## config.mk

```make
export PLATFORM = sky130hd
export DESIGN_NAME = vloop_seq
export DESIGN_NICKNAME = d
export VERILOG_FILES = /design/src/rtl/vloop_pkg.sv /design/src/rtl/vloop_ctrl.sv /design/src/rtl/vloop_elem.sv /design/src/rtl/vloop_agen.sv /design/src/rtl/vloop_seq.sv
export SDC_FILE = /design/constraint.sdc
export NUM_CORES = 1
export LEC_CHECK = 0
export BUFFER_PORTS_ARGS = -buffer_cell sky130_fd_sc_hd__buf_2
export CORE_MARGIN = 3
export CORE_UTILIZATION = 47
export DETAILED_ROUTE_END_ITERATION = 7
export GPL_ROUTABILITY_DRIVEN = 0
export PLACE_DENSITY = 0.84
export SYNTH_ARGS = -nofsm -noshare
export SYNTH_HDL_FRONTEND = slang
export SYNTH_HIERARCHICAL = 1
export SYNTH_SLANG_ARGS = --single-unit
```

## constraint.sdc

```tcl
create_clock -name clk -period 5.73 [get_ports clk]
set_input_delay 1.146 -clock clk [delete_from_list [all_inputs] [get_ports clk]]
set_output_delay 1.146 -clock clk [all_outputs]
set_load 0.005 [all_outputs]
```

## src/rtl/vloop_pkg.sv

```systemverilog
package vloop_pkg;
    typedef enum logic [1:0] {
        ST_IDLE   = 2'd0,
        ST_RUN    = 2'd1,
        ST_FINISH = 2'd2
    } vl_state_e;
endpackage

```

## src/rtl/vloop_ctrl.sv

```systemverilog
module vloop_ctrl
    import vloop_pkg::*;
#(
    parameter int STEP_W = 3
) (
    input  logic              clk,
    input  logic              rst_n,
    input  logic              start,
    input  logic              resume,
    input  logic              abort,
    input  logic              vl_zero,
    input  logic              last_step,
    input  logic              stop_early,
    output logic              load,
    output logic              running,
    output logic              busy,
    output logic              done,
    output logic [STEP_W-1:0] step
);
    vl_state_e         state_q, state_d;
    logic [STEP_W-1:0] step_q, step_d;

    // next-state and next-step selection
    always_comb begin
        state_d = state_q;
        step_d  = step_q;
        unique case (state_q)
            ST_IDLE: begin
                if (start) begin
                    if (vl_zero) begin
                        state_d = ST_FINISH;
                        step_d  = '0;
                    end else begin
                        state_d = ST_RUN;
                        step_d  = resume ? step_q : '0;
                    end
                end
            end
            ST_RUN: begin
                if (abort) begin
                    state_d = ST_IDLE;
                end else if (last_step || stop_early) begin
                    state_d = ST_FINISH;
                    step_d  = '0;
                end else begin
                    step_d = step_q + STEP_W'(1);
                end
            end
            ST_FINISH: begin
                state_d = ST_IDLE;
                step_d  = '0;
            end
            default: begin
                state_d = ST_IDLE;
                step_d  = '0;
            end
        endcase
    end

    // state register
    always_ff @(posedge clk or negedge rst_n) begin
        if (!rst_n) begin
            state_q <= ST_IDLE;
            step_q  <= '0;
        end else begin
            state_q <= state_d;
            step_q  <= step_d;
        end
    end

    // outputs
    always_comb begin
        load    = (state_q == ST_IDLE) && start;
        running = (state_q == ST_RUN);
        busy    = (state_q != ST_IDLE);
        done    = (state_q == ST_FINISH);
        step    = step_q;
    end

    a_r10_abort_hold: assert property (@(posedge clk) disable iff (!rst_n)
        (state_q == ST_RUN && abort) |=> (state_q == ST_IDLE && step_q == $past(step_q)));
    a_r11_resume_keep: assert property (@(posedge clk) disable iff (!rst_n)
        (state_q == ST_IDLE && start && resume && !vl_zero) |=> (step_q == $past(step_q)));
    a_r12_empty_done: assert property (@(posedge clk) disable iff (!rst_n)
        (state_q == ST_IDLE && start && vl_zero) |=> done);
    a_r13_done_pulse: assert property (@(posedge clk) disable iff (!rst_n)
        done |=> !done);
endmodule

```

## src/rtl/vloop_elem.sv

```systemverilog
module vloop_elem #(
    parameter int MAXVL  = 8,
    parameter int STEP_W = 3,
    parameter int VL_W   = 4
) (
    input  logic [STEP_W-1:0] step,
    input  logic [VL_W-1:0]   vl,
    input  logic              rev,
    input  logic              pen,
    input  logic [MAXVL-1:0]  mask,
    output logic [STEP_W-1:0] idx,
    output logic              active,
    output logic              last
);
    logic [VL_W-1:0] vl_m1;

    always_comb begin
        vl_m1  = vl - VL_W'(1);
        last   = (VL_W'(step) == vl_m1);
        idx    = rev ? STEP_W'(vl_m1 - VL_W'(step)) : step;
        active = !pen || mask[idx];
    end
endmodule

```

## src/rtl/vloop_agen.sv

```systemverilog
module vloop_agen #(
    parameter int REG_W  = 7,
    parameter int STEP_W = 3
) (
    input  logic [REG_W-1:0]  base,
    input  logic              vec,
    input  logic [STEP_W-1:0] idx,
    output logic [REG_W-1:0]  regnum
);
    always_comb regnum = vec ? base + REG_W'(idx) : base;
endmodule

```

## src/rtl/vloop_seq.sv

```systemverilog
module vloop_seq #(
    parameter int MAXVL  = 8,
    parameter int REG_W  = 7,
    parameter int VL_W   = $clog2(MAXVL + 1),
    parameter int STEP_W = $clog2(MAXVL)
) (
    input  logic              clk,
    input  logic              rst_n,
    input  logic              op_start,
    input  logic              op_resume,
    input  logic              op_abort,
    input  logic [VL_W-1:0]   op_vl,
    input  logic              dst_vec,
    input  logic              srca_vec,
    input  logic              srcb_vec,
    input  logic [REG_W-1:0]  dst_base,
    input  logic [REG_W-1:0]  srca_base,
    input  logic [REG_W-1:0]  srcb_base,
    input  logic              pred_en,
    input  logic [MAXVL-1:0]  pred_mask,
    input  logic              map_reduce,
    input  logic              rev_order,
    output logic              busy,
    output logic              done,
    output logic              iss_valid,
    output logic [STEP_W-1:0] iss_idx,
    output logic [REG_W-1:0]  iss_dst,
    output logic [REG_W-1:0]  iss_srca,
    output logic [REG_W-1:0]  iss_srcb,
    output logic [STEP_W-1:0] loop_step
);
    localparam int NOPS = 3;

    logic [VL_W-1:0]             vl_q;
    logic [NOPS-1:0]             vec_q;
    logic [NOPS-1:0][REG_W-1:0]  base_q;
    logic [NOPS-1:0][REG_W-1:0]  regs;
    logic [MAXVL-1:0]            mask_q;
    logic                        pen_q, mr_q, rev_q;
    logic                        load, running, active, last, stop_early;
    logic [STEP_W-1:0]           step, idx;

    // operation fields captured on an accepted start
    always_ff @(posedge clk or negedge rst_n) begin
        if (!rst_n) begin
            vl_q   <= '0;
            vec_q  <= '0;
            base_q <= '0;
            mask_q <= '0;
            pen_q  <= 1'b0;
            mr_q   <= 1'b0;
            rev_q  <= 1'b0;
        end else if (load) begin
            vl_q   <= op_vl;
            vec_q  <= {srcb_vec, srca_vec, dst_vec};
            base_q <= {srcb_base, srca_base, dst_base};
            mask_q <= pred_mask;
            pen_q  <= pred_en;
            mr_q   <= map_reduce;
            rev_q  <= rev_order;
        end
    end

    vloop_ctrl #(.STEP_W(STEP_W)) u_ctrl (
        .clk        (clk),
        .rst_n      (rst_n),
        .start      (op_start),
        .resume     (op_resume),
        .abort      (op_abort),
        .vl_zero    (op_vl == '0),
        .last_step  (last),
        .stop_early (stop_early),
        .load       (load),
        .running    (running),
        .busy       (busy),
        .done       (done),
        .step       (step)
    );

    vloop_elem #(.MAXVL(MAXVL), .STEP_W(STEP_W), .VL_W(VL_W)) u_elem (
        .step   (step),
        .vl     (vl_q),
        .rev    (rev_q),
        .pen    (pen_q),
        .mask   (mask_q),
        .idx    (idx),
        .active (active),
        .last   (last)
    );

    for (genvar g = 0; g < NOPS; g++) begin : g_agen
        vloop_agen #(.REG_W(REG_W), .STEP_W(STEP_W)) u_agen (
            .base   (base_q[g]),
            .vec    (vec_q[g]),
            .idx    (idx),
            .regnum (regs[g])
        );
    end

    always_comb begin
        stop_early = active && !vec_q[0] && !mr_q;
        iss_valid  = running && active && !op_abort;
        iss_idx    = idx;
        iss_dst    = regs[0];
        iss_srca   = regs[1];
        iss_srcb   = regs[2];
        loop_step  = step;
    end

    // order tracking used only by the assertions below
    logic              have_prev;
    logic [STEP_W-1:0] prev_idx;
    always_ff @(posedge clk or negedge rst_n) begin
        if (!rst_n) begin
            have_prev <= 1'b0;
            prev_idx  <= '0;
        end else if (load) begin
            have_prev <= 1'b0;
        end else if (iss_valid) begin
            have_prev <= 1'b1;
            prev_idx  <= iss_idx;
        end
    end

    a_r5_first_stops: assert property (@(posedge clk) disable iff (!rst_n)
        (iss_valid && !vec_q[0] && !mr_q) |=> (done && !iss_valid));
    a_r3_masked_silent: assert property (@(posedge clk) disable iff (!rst_n)
        iss_valid |-> (!pen_q || mask_q[iss_idx]));
    a_r7_order: assert property (@(posedge clk) disable iff (!rst_n)
        (iss_valid && have_prev) |-> (rev_q ? (iss_idx < prev_idx) : (iss_idx > prev_idx)));
    a_r8_same_elem: assert property (@(posedge clk) disable iff (!rst_n)
        (iss_valid && vec_q[0] && vec_q[1]) |-> ((iss_dst - base_q[0]) == (iss_srca - base_q[1])));
    a_r9_step_clear: assert property (@(posedge clk) disable iff (!rst_n)
        done |-> (loop_step == '0));
    a_r9_step_range: assert property (@(posedge clk) disable iff (!rst_n)
        running |-> (VL_W'(loop_step) < vl_q));
endmodule

```

# == Word-level counts from Yosys, hierarchy flattened ==
# Index checks and enable logic that the tools add are counted.
# word_totals
output_inout_bits,30
register_bits,44
in_bits,44
# classes
n_eq_ne,7
muxes,17
add_sub_neg,6
n_lt_le_gt_ge,1
n_reduce_logical,16
# op_table
op,n
$add A7 B3 Y7,3
$mux W7,3
$mux W3,6
$mux W2,4
$ne A3 B2 Y1 const B,2
$pmux W3 S2,1
$logic_and A1 B1 Y1,5
$eq A3 B4 Y1,1
$logic_not A1 Y1,4
$logic_not A4 Y1,1
$lt A3 B4 Y1 const B,1
$ne A2 B2 Y1 const B,2
$pmux W2 S2,1
$sub A4 B1 Y4 const B,1
$add A3 B1 Y3 const B,1
$bmux W1 S3,1
$reduce_and A3 Y1,1
$sub A3 B3 Y3,1
$eq A2 B1 Y1 const B,1
$eq A2 B2 Y1 const B,1
$logic_not A2 Y1,1
$logic_or A1 B1 Y1,2
$reduce_and A2 Y1,1
$reduce_bool A2 Y1,1
$mux W1,1

# == Logic depth before layout (Yosys ltp) ==
# logic_depth
word_depth,12
mapped_depth,12

# == By module ==
# Netlist, hierarchy kept.
# by_module_without_submodules
mod,area_each_um2,cells_each,n_inst
vloop_seq,1516.5,85,1
vloop_agen,236.5,26,3
vloop_ctrl,307.8,28,1
vloop_elem,232.7,27,1

# == Worst setup path before layout ==
# No wires, ideal clock.
# synth_path
kind,register to output
start,register vl_q[0]
end,output iss_srca[4]
path_stages_with_launch,10
t_required_ns,4.584
setup_slack_ns,1.901
arrival_ns,2.683
cell_sequence,dfrtp_1 inv_1 ha_1 fa_1 a21oi_1 inv_1 fa_1 nor2b_1 o211ai_1 xnor2_1
# synth_between
elab_chain_len,5
# synth_rtl
item,line,source
start: declaration,vloop_seq.sv:34,logic [VL_W-1:0] vl_q;
start signal: assignment,vloop_seq.sv:54,vl_q <= op_vl;
$sub A4 B1 Y4,vloop_elem.sv:18,vl_m1 = vl - VL_W'(1);
$sub A3 B3 Y3,vloop_elem.sv:20,idx = rev ? STEP_W'(vl_m1 - VL_W'(step)) : step;
$mux W3,vloop_elem.sv:20,
via iss_idx[1],vloop_seq.sv:26,"output logic [STEP_W-1:0] iss_idx,"
$add A7 B3 Y7,vloop_agen.sv:10,always_comb regnum = vec ? base + REG_W'(idx) : base;
$mux W7,vloop_agen.sv:10,
end: declaration,vloop_seq.sv:28,"output logic [REG_W-1:0] iss_srca,"
# The timed path passes the listed nets, and every way through them passes these cells.

# == Worst setup path after layout ==
# layout_path
start,register vl_q[0]
end,output iss_dst[4]
# layout_between
elab_chain_len,5
# layout_rtl
item,line,source
$sub A4 B1 Y4,vloop_elem.sv:18,
$sub A3 B3 Y3,vloop_elem.sv:20,
$mux W3,vloop_elem.sv:20,
$add A7 B3 Y7,vloop_agen.sv:10,
$mux W7,vloop_agen.sv:10,
end: declaration,vloop_seq.sv:27,"output logic [REG_W-1:0] iss_dst,"
# Every way passes these cells.

==> run summary <==
=================================================================================
Outcome                                                              finished clean
Class of the tightest hold or removal check                          flop to flop
Hold buffer count at cts                                                        0
Final hold slack                                                        0.5127 ns
Proportion of total power due to net switching                             0.4027
Share of total power in the clock network                                   0.105
Via count of the first global-routing pass                                   1887
Synthesis-to-finish area growth                                            18.18%
Diode count                                                                     0
Final min period                                                         4.644 ns
Relative contribution of combinational cells to total power                 0.608
Total Power Consumption                                                  2.201 mW
Clock latency at the later pin of the worst-skew pair                     0.29 ns
Synth Cell Area                                                          2766 µm²
Post-route standard cell area excluding fillers                          3269 µm²
Post-DP Area                                                             3162 µm²
Startpoint type of the worst setup path                                      flop
Placement row count                                                            27
Number of flip-flops and latches in the synthesized netlist                    44
Vias after detailed routing                                                  1869
Critical-path top delay cell                                              a21oi_1
Number of hold-slack violations in the final timing report                      0
H-tree levels                                                                   2
Largest driver fanout on the critical path                                      9
Starting utilization of the core area                                      0.4933
Clock tree from TritonCTS                                                     yes
Mapped Avg Cell Area                                                    12.69 µm²
Final total negative setup slack                                             0 ns
Vert. Die Dim                                                            82.72 µm
Cell-by-cell trace of the critical path                              inv_1, ha_1, fa_1, a21oi_1, inv_1, fa_1, nor2b_1, o211ai_1, xnor2_1, buf_2
Number of buffers inserted during clock tree synthesis                          5
Worst Path Arrival                                                        3.50 ns
Internal power                                                           1.315 mW
WP data required                                                          4.58 ns
Power per cell area                                                  673.2 nW/µm²
Transition time at the pin with the least slew margin                   0.9688 ns
Number of cells produced by synthesis                                         218
Achievable clock frequency                                              215.3 MHz
Start of the worst register-to-register path                              vl_q[0]
Total placed cells including tap cells                                        357
Number of max-slew violations in the final report                               0
Horizontal extent of the die                                             82.72 µm
Least setup slack across all paths after layout                          1.086 ns
Worst slack, placed                                                      1.350 ns
Number of non-filler instances in the completed layout                        365
Sinks on Clock Net                                                             44
Worst path bufs/invs                                                            3
Highest cell delay on the worst timing path                               0.67 ns
GRT Overall Usage                                                          0.1705
Leftover overflow at the end of global routing                                  0
Syn_nets                                                                      279
Psw                                                                     0.8863 mW
Port Buf Inserts                                                               73
Hold path start                                                         mask_q[6]
Area of the placeable core                                               5608 µm²
Initial DRT Pass Iterations                                                     4
Worst VDD drop                                                           294.8 µV
Classification of the worst setup path                               flop to output pin
Fraction of the yosys area taken by sequential cells                       0.3980
Detail Placement HPWL                                                     4208 µm
Final cycle utilization of the critical path                               0.8104
Number of unique standard cell types used by synthesis                         38
Count of synthesis-stage warnings from yosys                                    6
Detailed-route wire length per cell                                      14.92 µm
Number of antenna violations at the first check in global routing               0
Worst slew slack as a fraction of its limit                                0.3541
Largest net degree at the start of global routing                              45
RSZ-0062 raised after global routing                                        false
Fraction of power consumed by sequential logic                              0.287
Clock root buffer                                                        clkbuf_8
Number of primary I/O pins                                                     74
DRT antenna net count                                                           0
Vias per Instance                                                           5.121
DR DRC count                                                                    0
Final setup violation count                                                     0
Clk buf depth                                                                   2
Total Die Area                                                           6843 µm²
Family with the most delay on the worst path                          adder cells
Sum of routed wire length over all layers                                 5445 µm
Crit. Startpoint                                                          vl_q[0]
1st-iter DRT viols                                                             47
Clock slew seen by the registers of the worst setup and hold paths        0.08 ns
Pleak                                                                    1.552 nW
Total of cells resized after clock tree synthesis                               0
Layout cell share with drive strength beyond 1                             0.5154
Buffer count from post-CTS setup fixing                                         0
First-pass GRT wire length                                                8838 µm
Fin util                                                                   0.5830
Skew final                                                            0.008700 ns
Final #Nets                                                                   353
Kind of end point of the critical path                                 output pin
Count of max-cap constraint violations                                          0
=================================================================================
[area by class of cell]
type	instances	area [µm²]
inverter	18	67.56
sequential	44	1101
multi-input combinational	149	1530
clock buffer	6	72.57
tap	72	90.09
timing repair buffer	74	372.9
clock inverter	2	35.03
fill	513	2338
[synthesized netlist by cell type, drive strengths merged]
cell | instances | share of area
o211ai | 3 | 0.0081
and3b | 2 | 0.0068
nor2 | 9 | 0.012
ha | 13 | 0.059
nor2b | 6 | 0.016
xor2 | 8 | 0.025
mux2i | 3 | 0.011
mux2 | 46 | 0.20
a2111oi | 1 | 0.0036
a311oi | 1 | 0.0054
nand3 | 3 | 0.011
dfrtp | 44 | 0.40
xnor2 | 11 | 0.035
a211oi | 3 | 0.014
nor3 | 5 | 0.014
buf | 7 | 0.027
nor4 | 1 | 0.0023
a21o | 1 | 0.0027
fa | 4 | 0.029
o21ai | 4 | 0.013
mux4 | 2 | 0.019
inv | 18 | 0.024
and4 | 3 | 0.011
a211o | 1 | 0.0032
nor3b | 4 | 0.016
nand2b | 2 | 0.0045
nand2 | 5 | 0.0068
or2 | 1 | 0.0023
and4bb | 1 | 0.0045
a21oi | 5 | 0.0090
nor4b | 1 | 0.0054
[kinds of logic after synthesis]
group,after synthesis,synth area share
multiplexers,51,0.2307
flip-flops,44,0.3980
AND/OR/NAND/NOR,43,0.1135
buffers and inverters,25,0.05155
AO/OA/AOI/OAI,19,0.05834
XOR/XNOR,19,0.06015
adder cells (fa/ha/maj),17,0.08775
[cell usage in the layout, fill, tap and decap left out, drive strengths merged, types with 3 or more instances in the layout]
cell | netlist | final
buf | 7 | 74
clkbuf | 0 | 6
and4 | 3 | 3
mux2i | 3 | 3
nand2 | 5 | 5
xor2 | 8 | 8
fa | 4 | 4
nand3 | 3 | 3
ha | 13 | 13
dfrtp | 44 | 44
a21oi | 5 | 5
nor2 | 9 | 9
nor3b | 4 | 4
xnor2 | 11 | 11
mux2 | 46 | 46
o21ai | 4 | 4
nor2b | 6 | 6
a211oi | 3 | 3
o211ai | 3 | 3
inv | 18 | 18
nor3 | 5 | 5
[power by group through the flow]
stage / Sequential, mW / Combinational [mW] / Clock (mW)
final: 0.631 / 1.34 / 0.231
after global routing: 0.659 / 1.49 / 0.257
after CTS: 0.632 / 1.36 / 0.240
after detailed placement: 0.639 / 1.35 / 0
after global placement: 0.628 / 1.31 / 0
after floorplan: 0.573 / 1.03 / 0
[layer usage]
metal,global-route usage,wire length [µm],part of all wire
met1,0.2165,2414,0.44
met2,0.2925,2713,0.50
met3,0.03579,242,0.044
met4,0.04902,75,0.014
met5,0,0,0
[sequential cells by signal, summed over array words and instances (netlist names)]
register        flops
rev_q               1
pen_q               1
mask_q              8
vl_q                4
vec_q               3
u_ctrl/state_q      2
mr_q                1
u_ctrl/step         3
base_q             21
[worst reg2reg max path: stages (launching register included)]
cell and delay, ns:
dfrtp_1 0.40, inv_1 0.06, ha_1 0.32, fa_1 0.46, a21oi_1 0.67, mux4_1 0.41, mux2i_1 0.18, nand2_1 0.09
nor3b_1 0.15, nor4b_2 0.39, nor2b_4 0.24, mux2_2 0.16
[path summary, 6_finish.rpt]
kind | cells after the start | to | slack [ns]
max | 10 | iss_dst[4] | 1.09
max reg2reg | 11 | u_ctrl/step[0] | 2.16
min | 1 | mask_q[6] | 0.51
min reg2reg | 1 | mask_q[6] | 0.51
min in group asynchronous | 1 | u_ctrl/step[0] | 1.00
max in group asynchronous | 1 | base_q[18] | 4.12
No activity file was read; power rests on OpenSTA's default activity.
